$ cat config.mk
export PLATFORM = sky130hd
export DESIGN_NAME = flash_rdcache_ctrl
export DESIGN_NICKNAME = d
export VERILOG_FILES = /design/src/rtl/frc_pkg.sv /design/src/rtl/frc_timing_policy.sv /design/src/rtl/frc_line_store.sv /design/src/rtl/frc_pwr_ctl.sv /design/src/rtl/flash_rdcache_ctrl.sv
export SDC_FILE = /design/constraint.sdc
export NUM_CORES = 1
export LEC_CHECK = 0
export ABC_CLOCK_PERIOD_IN_PS = 3850
export BUFFER_PORTS_ARGS = -buffer_cell sky130_fd_sc_hd__clkbuf_2
export CORE_MARGIN = 4
export CORE_UTILIZATION = 62
export CTS_CLUSTER_DIAMETER = 120
export DETAILED_ROUTE_END_ITERATION = 12
export HOLD_SLACK_MARGIN = 0.06
export PLACE_DENSITY = 0.8
export RECOVER_POWER = 25
export REMOVE_ABC_BUFFERS = 1
export SYNTH_ARGS = -nofsm -noshare
export SYNTH_HDL_FRONTEND = slang
export SYNTH_HIERARCHICAL = 1
export SYNTH_SLANG_ARGS = --single-unit
$ cat constraint.sdc
create_clock -name clk -period 3.85 [get_ports clk]
set_clock_uncertainty 0.1 [all_clocks]
set_input_delay 0.385 -clock clk [delete_from_list [all_inputs] [get_ports clk]]
set_output_delay 0.385 -clock clk [all_outputs]
set_load 0.005 [all_outputs]
$ cat src/rtl/frc_pkg.sv
package frc_pkg;

    localparam logic [1:0] RM_FAST  = 2'd0;
    localparam logic [1:0] RM_LOWPW = 2'd1;
    localparam logic [1:0] RM_CONST = 2'd2;

    localparam logic [1:0] SM_WAKE_ON_ACCESS = 2'd0;
    localparam logic [1:0] SM_WAKE_ON_EXIT   = 2'd1;

    typedef enum logic [1:0] {
        ACC_IDLE  = 2'd0,
        ACC_FLASH = 2'd1,
        ACC_HOLD  = 2'd2
    } acc_state_e;

    typedef enum logic [1:0] {
        PW_ON   = 2'd0,
        PW_LOW  = 2'd1,
        PW_WAKE = 2'd2
    } pwr_state_e;

endpackage

$ cat src/rtl/frc_timing_policy.sv
module frc_timing_policy #(
    parameter int WS_W = 4
) (
    input  logic [1:0]    read_mode,
    input  logic [WS_W-1:0] wait_cnt,
    output logic [WS_W:0] miss_cnt,
    output logic [WS_W:0] hit_cnt,
    output logic          hit_slow
);
    import frc_pkg::*;

    logic lowpw_sel;
    logic const_sel;

    always_comb begin
        // reserved policy 3 falls through to the fastest policy
        lowpw_sel = (read_mode == RM_LOWPW);
        const_sel = (read_mode == RM_CONST);
        miss_cnt  = {1'b0, wait_cnt} + {{WS_W{1'b0}}, lowpw_sel};
        hit_cnt   = {1'b0, wait_cnt};
        hit_slow  = const_sel;
    end
endmodule

$ cat src/rtl/frc_line_store.sv
module frc_line_store #(
    parameter int IDX_W  = 4,
    parameter int TAG_W  = 8,
    parameter int DATA_W = 32
) (
    input  logic              clk,
    input  logic              rst_n,
    input  logic              flush,
    input  logic [IDX_W-1:0]  lk_idx,
    input  logic [TAG_W-1:0]  lk_tag,
    output logic              lk_hit,
    output logic [DATA_W-1:0] lk_data,
    input  logic              fill_en,
    input  logic [IDX_W-1:0]  fill_idx,
    input  logic [TAG_W-1:0]  fill_tag,
    input  logic [DATA_W-1:0] fill_data
);
    localparam int LINES = 1 << IDX_W;

    typedef struct packed {
        logic [LINES-1:0]             vld;
        logic [LINES-1:0][TAG_W-1:0]  tag;
        logic [LINES-1:0][DATA_W-1:0] dat;
    } store_t;

    store_t st_d, st_q;

    always_comb begin
        st_d = st_q;
        if (fill_en) begin
            st_d.vld[fill_idx] = 1'b1;
            st_d.tag[fill_idx] = fill_tag;
            st_d.dat[fill_idx] = fill_data;
        end
        if (flush) begin
            st_d.vld = '0;
        end
    end

    always_ff @(posedge clk or negedge rst_n) begin
        if (!rst_n) begin
            st_q <= '0;
        end else begin
            st_q <= st_d;
        end
    end

    always_comb begin
        lk_hit  = st_q.vld[lk_idx] && (st_q.tag[lk_idx] == lk_tag);
        lk_data = st_q.dat[lk_idx];
    end

    // after a cycle of bypass, no line may report a hit
    p_off_no_hit_r7: assert property (@(posedge clk) disable iff (!rst_n)
        (flush && $past(flush)) |-> !lk_hit);
endmodule

$ cat src/rtl/frc_pwr_ctl.sv
module frc_pwr_ctl #(
    parameter int WAKE_CYC = 2
) (
    input  logic       clk,
    input  logic       rst_n,
    input  logic       sleep_req,
    input  logic [1:0] sleep_mode,
    input  logic       busy,
    input  logic       req_valid,
    output logic       grant,
    output logic       lowpwr
);
    import frc_pkg::*;

    localparam int WK_W = (WAKE_CYC > 1) ? $clog2(WAKE_CYC) : 1;
    localparam logic [WK_W-1:0] WK_LOAD = WK_W'(WAKE_CYC - 1);

    typedef struct packed {
        pwr_state_e       st;
        logic [WK_W-1:0]  cnt;
    } pwr_t;

    pwr_t pw_d, pw_q;
    logic lp_on;
    logic wake_go;

    always_comb begin
        lp_on   = (sleep_mode == SM_WAKE_ON_ACCESS) || (sleep_mode == SM_WAKE_ON_EXIT);
        wake_go = 1'b0;
        pw_d    = pw_q;
        case (pw_q.st)
            PW_ON: begin
                if (sleep_req && lp_on && !busy) begin
                    pw_d.st = PW_LOW;
                end
            end
            PW_LOW: begin
                if (!lp_on) begin
                    wake_go = 1'b1;
                end else if (!sleep_req) begin
                    wake_go = (sleep_mode == SM_WAKE_ON_EXIT) || req_valid;
                end
                if (wake_go) begin
                    pw_d.st  = PW_WAKE;
                    pw_d.cnt = WK_LOAD;
                end
            end
            PW_WAKE: begin
                if (pw_q.cnt == '0) begin
                    pw_d.st = PW_ON;
                end else begin
                    pw_d.cnt = pw_q.cnt - 1'b1;
                end
            end
            default: pw_d.st = PW_ON;
        endcase
    end

    always_ff @(posedge clk or negedge rst_n) begin
        if (!rst_n) begin
            pw_q <= '{st: PW_ON, cnt: '0};
        end else begin
            pw_q <= pw_d;
        end
    end

    always_comb begin
        lowpwr = (pw_q.st == PW_LOW);
        grant  = (pw_q.st == PW_ON) && !(sleep_req && lp_on);
    end

    // no request may be granted while the array sleeps
    p_low_blocks_r10: assert property (@(posedge clk) disable iff (!rst_n)
        lowpwr |-> !grant);

    // with wake-on-exit, sleep ending starts the wake sequence next cycle
    p_exit_wakes_r11: assert property (@(posedge clk) disable iff (!rst_n)
        (lowpwr && sleep_mode == SM_WAKE_ON_EXIT && !sleep_req) |=> !lowpwr);

    // with power reduction off, the array never enters low power
    p_no_lowpwr_r12: assert property (@(posedge clk) disable iff (!rst_n)
        (!lowpwr && !lp_on) |=> !lowpwr);
endmodule

$ cat src/rtl/flash_rdcache_ctrl.sv
module flash_rdcache_ctrl #(
    parameter int ADDR_W   = 12,
    parameter int DATA_W   = 32,
    parameter int IDX_W    = 4,
    parameter int WS_W     = 4,
    parameter int WAKE_CYC = 2
) (
    input  logic              clk,
    input  logic              rst_n,
    input  logic              cfg_cache_off,
    input  logic [1:0]        cfg_read_mode,
    input  logic [WS_W-1:0]   cfg_wait_cnt,
    input  logic [1:0]        cfg_sleep_mode,
    input  logic              sleep_req,
    input  logic              cpu_req_valid,
    input  logic [ADDR_W-1:0] cpu_req_addr,
    output logic              cpu_req_ready,
    output logic              cpu_rsp_valid,
    output logic [DATA_W-1:0] cpu_rsp_data,
    output logic              fl_rd_en,
    output logic [ADDR_W-1:0] fl_addr,
    input  logic [DATA_W-1:0] fl_rdata,
    output logic              fl_lowpwr
);
    import frc_pkg::*;

    localparam int TAG_W = ADDR_W - IDX_W;
    localparam int CNT_W = WS_W + 1;

    typedef struct packed {
        acc_state_e        st;
        logic [CNT_W-1:0]  cnt;
        logic [ADDR_W-1:0] addr;
        logic              rsp_v;
        logic [DATA_W-1:0] rsp_data;
    } acc_t;

    acc_t ac_d, ac_q;

    logic              hit_w;
    logic [DATA_W-1:0] hit_data;
    logic [CNT_W-1:0]  miss_cnt;
    logic [CNT_W-1:0]  hit_cnt;
    logic              hit_slow;
    logic              pwr_grant;
    logic              accept;
    logic              hit_use;
    logic              fill_en;

    frc_timing_policy #(.WS_W(WS_W)) u_policy (
        .read_mode (cfg_read_mode),
        .wait_cnt  (cfg_wait_cnt),
        .miss_cnt  (miss_cnt),
        .hit_cnt   (hit_cnt),
        .hit_slow  (hit_slow)
    );

    frc_line_store #(.IDX_W(IDX_W), .TAG_W(TAG_W), .DATA_W(DATA_W)) u_store (
        .clk       (clk),
        .rst_n     (rst_n),
        .flush     (cfg_cache_off),
        .lk_idx    (cpu_req_addr[IDX_W-1:0]),
        .lk_tag    (cpu_req_addr[ADDR_W-1:IDX_W]),
        .lk_hit    (hit_w),
        .lk_data   (hit_data),
        .fill_en   (fill_en),
        .fill_idx  (ac_q.addr[IDX_W-1:0]),
        .fill_tag  (ac_q.addr[ADDR_W-1:IDX_W]),
        .fill_data (fl_rdata)
    );

    frc_pwr_ctl #(.WAKE_CYC(WAKE_CYC)) u_pwr (
        .clk        (clk),
        .rst_n      (rst_n),
        .sleep_req  (sleep_req),
        .sleep_mode (cfg_sleep_mode),
        .busy       (ac_q.st != ACC_IDLE),
        .req_valid  (cpu_req_valid),
        .grant      (pwr_grant),
        .lowpwr     (fl_lowpwr)
    );

    always_comb begin
        cpu_req_ready = (ac_q.st == ACC_IDLE) && pwr_grant;
        accept        = cpu_req_valid && cpu_req_ready;
        hit_use       = hit_w && !cfg_cache_off;
        fill_en       = (ac_q.st == ACC_FLASH) && (ac_q.cnt == '0) && !cfg_cache_off;

        ac_d       = ac_q;
        ac_d.rsp_v = 1'b0;
        case (ac_q.st)
            ACC_IDLE: begin
                if (accept) begin
                    ac_d.addr = cpu_req_addr;
                    if (hit_use && !hit_slow) begin
                        ac_d.rsp_v    = 1'b1;
                        ac_d.rsp_data = hit_data;
                    end else if (hit_use) begin
                        ac_d.st       = ACC_HOLD;
                        ac_d.cnt      = hit_cnt;
                        ac_d.rsp_data = hit_data;
                    end else begin
                        ac_d.st  = ACC_FLASH;
                        ac_d.cnt = miss_cnt;
                    end
                end
            end
            ACC_FLASH: begin
                if (ac_q.cnt == '0) begin
                    ac_d.st       = ACC_IDLE;
                    ac_d.rsp_v    = 1'b1;
                    ac_d.rsp_data = fl_rdata;
                end else begin
                    ac_d.cnt = ac_q.cnt - 1'b1;
                end
            end
            ACC_HOLD: begin
                if (ac_q.cnt == '0) begin
                    ac_d.st    = ACC_IDLE;
                    ac_d.rsp_v = 1'b1;
                end else begin
                    ac_d.cnt = ac_q.cnt - 1'b1;
                end
            end
            default: ac_d.st = ACC_IDLE;
        endcase
    end

    always_ff @(posedge clk or negedge rst_n) begin
        if (!rst_n) begin
            ac_q <= '{st: ACC_IDLE, cnt: '0, addr: '0, rsp_v: 1'b0, rsp_data: '0};
        end else begin
            ac_q <= ac_d;
        end
    end

    always_comb begin
        cpu_rsp_valid = ac_q.rsp_v;
        cpu_rsp_data  = ac_q.rsp_data;
        fl_rd_en      = (ac_q.st == ACC_FLASH);
        fl_addr       = ac_q.addr;
    end

    // a hit served without stretching must not touch the array
    p_hit_no_flash_r3: assert property (@(posedge clk) disable iff (!rst_n)
        (accept && hit_w && !cfg_cache_off && !hit_slow) |=> !fl_rd_en);

    // the array is never read while in low power
    p_idle_flash_r10: assert property (@(posedge clk) disable iff (!rst_n)
        fl_lowpwr |-> !fl_rd_en);

    // no new request is taken while a response is still pending
    p_busy_not_ready_r9: assert property (@(posedge clk) disable iff (!rst_n)
        fl_rd_en |-> !cpu_req_ready);
endmodule

=== Word-level counts from Yosys, hierarchy flattened ===
Index checks and enable logic that the tools add are counted.

* Logic and storage cells: 136
* Register bits after elaboration: 711

* Add/sub/neg operators: 3
* Equal/unequal tests: 17
* Reduce and logical (&&, ||, !) cells: 33
* Bitwise gates (word level): 1
* Order comparisons: 3
* Mux-type cells: 39

{| class="wikitable"
|+ Operator list
! operator !! count
|-
| 2-to-1 mux 656 bit || 1
|-
| bitwise mux 512 bit || 1
|-
| binary-select mux 32 bit (select 4 bit) || 1
|-
| bitwise mux 128 bit || 1
|-
| demux 32 bit (select 4 bit) || 1
|-
| 2-to-1 mux 32 bit || 4
|-
| one-hot mux 32 bit (2 select lines) || 1
|-
| 2-to-1 mux 52 bit || 1
|-
| 2-to-1 mux 33 bit || 1
|-
| binary-select mux 8 bit (select 4 bit) || 1
|-
| demux 8 bit (select 4 bit) || 1
|-
| 2-to-1 mux 16 bit || 1
|-
| 2-to-1 mux 8 bit || 2
|-
| bitwise OR 16 bit || 1
|-
| 2-to-1 mux 7 bit || 2
|-
| logical AND 1 bit || 11
|-
| less-than comparator 4 x 5 -> 1 bit (second input constant) || 2
|-
| one-hot mux 5 bit (2 select lines) || 1
|-
| nonzero test 2 bit || 5
|-
| == test 2 x 1 -> 1 bit (second input constant) || 4
|-
| == test 8 bit || 1
|-
| 2-to-1 mux 1 bit || 8
|-
| inequality test 2 x 1 -> 1 bit (second input constant) || 4
|-
| inequality test 2 bit (second input constant) || 4
|-
| 23 further kinds || 36
|}

=== Depth between registers and ports, before layout ===
* Depth in word-level cells: 9
* Mapped depth: 15
* Depth with buffers taken out: 10

=== Cells and area by module ===
The synthesis kept the hierarchy.

{| class="wikitable"
|+ Modules (own cells, without submodules)
! module !! instances !! cells each !! area an instance (um^2)
|-
| frc_line_store || 1 || 1,755 || 29,374.4
|-
| flash_rdcache_ctrl || 1 || 250 || 3,071.7
|-
| frc_pwr_ctl || 1 || 17 || 163.9
|-
| frc_timing_policy || 1 || 14 || 113.9
|}

=== Worst setup path after synthesis ===
No wires, ideal clock.

* Path kind: input-to-reg
* From: in cpu_req_addr[1]
* To: reg ac_q[45] in the netlist's numbering
* Path buffers: 4
* Arrival: 3.120 ns
* Stages: 13
* Setup slack: 0.505 ns
* Setup time: 0.125 ns
* Cell sequence: buf_6 buf_2 buf_2 buf_2 mux2i_1 mux2i_1 xnor2_1 nand3_1 nor4_2 nor3b_1 a2bb2oi_1 a21o_1 mux2_2

* Word-level cells in the longest chain between the ends: 9
* Elaborated cells between the ends (all ways): 14
* Classes of those cells: eq/ne: 2; mux: 8; reduce/logical: 4

{| class="wikitable"
|+ Ends and longest elaborated chain
! what !! line !! text
|-
| from (decl) || flash_rdcache_ctrl.sv:16 || <nowiki>input logic [ADDR_W-1:0] cpu_req_addr,</nowiki>
|-
| binary-select mux 8 bit (select 4 bit) || frc_line_store.sv:49 || <nowiki>lk_hit = st_q.vld[lk_idx] && (st_q.tag[lk_idx] == lk_tag);</nowiki>
|-
| 2-to-1 mux 8 bit (implied by the code) || frc_line_store.sv:49 ||
|-
| == test 8 bit || frc_line_store.sv:49 ||
|-
| logical AND 1 bit (*) || frc_line_store.sv:49 ||
|-
| via hit_w || flash_rdcache_ctrl.sv:40 || <nowiki>logic hit_w;</nowiki>
|-
| logical AND 1 bit (*) || flash_rdcache_ctrl.sv:86 || <nowiki>hit_use = hit_w && !cfg_cache_off;</nowiki>
|-
| 2-to-1 mux 7 bit || flash_rdcache_ctrl.sv:98 || <nowiki>end else if (hit_use) begin</nowiki>
|-
| 2-to-1 mux 7 bit || flash_rdcache_ctrl.sv:95 || <nowiki>if (hit_use && !hit_slow) begin</nowiki>
|-
| 2-to-1 mux 52 bit || flash_rdcache_ctrl.sv:93 || <nowiki>if (accept) begin</nowiki>
|-
| one-hot mux 5 bit (2 select lines) || flash_rdcache_ctrl.sv:91 || <nowiki>case (ac_q.st)</nowiki>
|-
| to (signal assigned) || flash_rdcache_ctrl.sv:131 || <nowiki>ac_q <= '{st: ACC_IDLE, cnt: '0, addr: '0, rsp_v: 1'b0, rsp_data: '0};</nowiki>
|-
| to (decl) || flash_rdcache_ctrl.sv:38 || <nowiki>acc_t ac_d, ac_q;</nowiki>
|}

The timed path passes the listed nets; every way through them passes the cells marked *. The select of a mux whose other input is x is not followed.
A chain may end at the register's enable or synchronous reset.

==> metrics.yaml <==
grt:
  antenna_found_initial: 2
  first_global_vias: 20100
  grtUsageTotal_pct: 27.8
  grt_max_degree: 101
  grt_overflow_total: 0
  grt_first_pass_wirelength_um: 121000
timing:
  relSlewSlack_pct: -82.7
  setup_violations: 0
  clock.fmax_mhz: 294
  worstMarginPinSlew_ns: 2.74
  hold_slack_ns: 0.115
  finalHoldViolCount: 0
  slew_violations: 96
  fin_crit_sh_pct: 88.4
  tns_ns: 0
  rsz0062_at_grt: "false"
  setup_ws_ns: 0.446
  final.min_clock_period_ns: 3.40
worst_setup_path:
  path_max_fanout: 41
  worstReg2RegStart: "ac_q[45]"
  rr_worst_depth: 9
  arrival_ns: 3.77
  worstSetupPathType: "reg2reg"
  r2r_setup_slack_ns: 0.45
  cp_data_required_time_ns: 4.22
  crit_path_start_kind: "flip-flop"
  endpoint_kind: "flip-flop"
layout:
  syn_to_final_growth_pct: 11.4
  multi_input_area_mm2: 0.0138
  drive_gt1_share_pct: 55.2
  post-route-cell-area_mm2: 0.0365
  diodes: 0
  finalNetCount: 2146
  final_cells: 2819
  fillCellCount: 3263
  regArea_mm2: 0.0178
  final_cell_mix: "dfrtp_1, mux2_2, mux4_2"
  utilization_pct: 70.4
  mostFrequentLayoutCell: "dfrtp_1"
floorplan:
  start_util_pct: 63.1
  fp.dieH_um: 238
  io_pins: 105
  fp-row-count: 83
  dieWidth_um: 238
  dieArea_mm2: 0.0565
  core_area_mm2: 0.0518
synth:
  syn_area_per_cell_um2: 16.1
  synth_compound_area_share_pct: 1.55
  synthArstFlopShare_pct: 100
  yosys.area_share.adder_pct: 0.268
  synth_edf_count: 0
  ys_seq_area_share_pct: 54.4
  yosys_warnings: 6
  synth_xor_area_share_pct: 0.375
  synth_ff_type: "dfrtp_1"
  syn_area_mm2: 0.0327
  synthSimpleGateAreaFrac_pct: 1.61
  ys_ff_latch: 711
  yosysUniqueCellTypes: 52
  syn_inst: 2036
  synth_top_family_by_area: "multiplexers"
  synth_mux_area_share_pct: 38.2
detailed_routing:
  via_per_inst: 6.51
  drt_iter0_drc: 1418
  drtAntennaViolNets: 0
  drc: 0
  wl_um: 77000
  wl_per_cell_um: 27.3
  dr.pass1.iters: 5
  vias: 18400
min_path:
  min_to: "u_pwr/pw_q[2]"
  hold_path.class: "in2reg"
  holdCritStartpoint: "cfg_sleep_mode[0]"
  hold_path_depth: 3
clocking:
  cts.sinks: 711
  clk_latency_ns: 0.61
  root_buffer: "clkbuf_16"
  cts.clk_slew.worst_paths_ns: 0.06
  cts_buffer_depth: 3
  cts_tree: "yes"
  h-tree-depth: 3
  postCtsSetupBuffers: 0
  numCtsBuffers: 74
placed_design:
  placed_area_mm2: 0.0339
  dp_cells: 2674
  dp_hpwl_um: 42400
  gp_congestion: 0.794
  pre_cts_ws_ns: 0.251
  io_buffers: 104
status:
  violations: "max-capacitance violations, max-slew violations"
  status: "finished with violations"
power:
  ir_worst_vdd_uv: 362
  p_leak_nw: 17.6
  power.density_mw_per_mm2: 661
  fin_total_pwr_mw: 24.1
flow_run:
  drv_cap: 1
synthesized netlist by cell type, types with 21 or more instances:
master | count | area [µm²]
clkbuf_1 | 91 | 342
mux2_4 | 30 | 450
mux2_2 | 647 | 7290
buf_2 | 50 | 250
mux4_2 | 192 | 4320
buf_4 | 50 | 375
a22o_1 | 32 | 280
nor2_1 | 36 | 135
dfrtp_1 | 711 | 17800
mux2i_1 | 25 | 250
buf_1 | 21 | 78.8
cell type report:
cell class	count	share of cell area [%]
Clock inverter	13	0.364
Multi-Input combinational cell	1093	37.9
Clock buffer	120	6.36
Inverter	14	0.144
Tap cell	680	2.33
Timing Repair Buffer	188	4.08
Sequential cell	711	48.8
logic make-up after synthesis:
logic type,count (synthesis)
AOI/OAI and AO/OA,65
adders and majority gates,7
muxes,906
buffers and inverters,232
xor gates and xnor gates,14
other,1
and+or+nand+nor,100
DFF,711
worst max-delay path by stage:
stage                    start              end  slack, ns  depth (start not counted)
2_1_floorplan         ac_q[45]        flip-flop      -2.88                          8
3_3_place_gp   cpu_req_addr[1]  cpu_rsp_data[8]       0.28                         13
3_5_place_dp   cpu_req_addr[1]  cpu_rsp_data[0]       0.25                         13
4_1_cts               ac_q[45]        flip-flop       0.45                          9
5_1_grt                  rst_n        async pin       0.22                          3
6_report              ac_q[45]        flip-flop       0.45                          9
critical path: stages (launching register included):
cell and delay (ns):
dfrtp_1 0.40, inv_1 0.07, ha_1 0.21, nor4b_4 0.34, and2_2 0.22, nor2b_1 0.30, nand2_1 0.27, or3_2 0.50
buf_4 0.42, mux2_2 0.41
where the power goes:
group	leakage (nW)	total [mW]	switching, mW	internal (mW)
clock network	1.21	7.13	2.88	4.25
logic	6.63	5.48	2.00	3.47
registers	9.78	11.5	1.57	9.93
layer usage:
metal | share of wire [%] | wire length [µm] | GRT usage [%]
met4 | 2.2 | 1720 | 7.82
met3 | 6.2 | 4770 | 4.69
met5 | 0.042 | 32 | 0
met1 | 42 | 32600 | 39.9
met2 | 49 | 37900 | 45.1
timing repair:
item | 4_1_cts | 5_1_grt
hold buffers | 12 | 0
resized for setup | 0 | 0
endpoints found under the hold margin | 97 | 0
(Power assumes the default switching activity.)
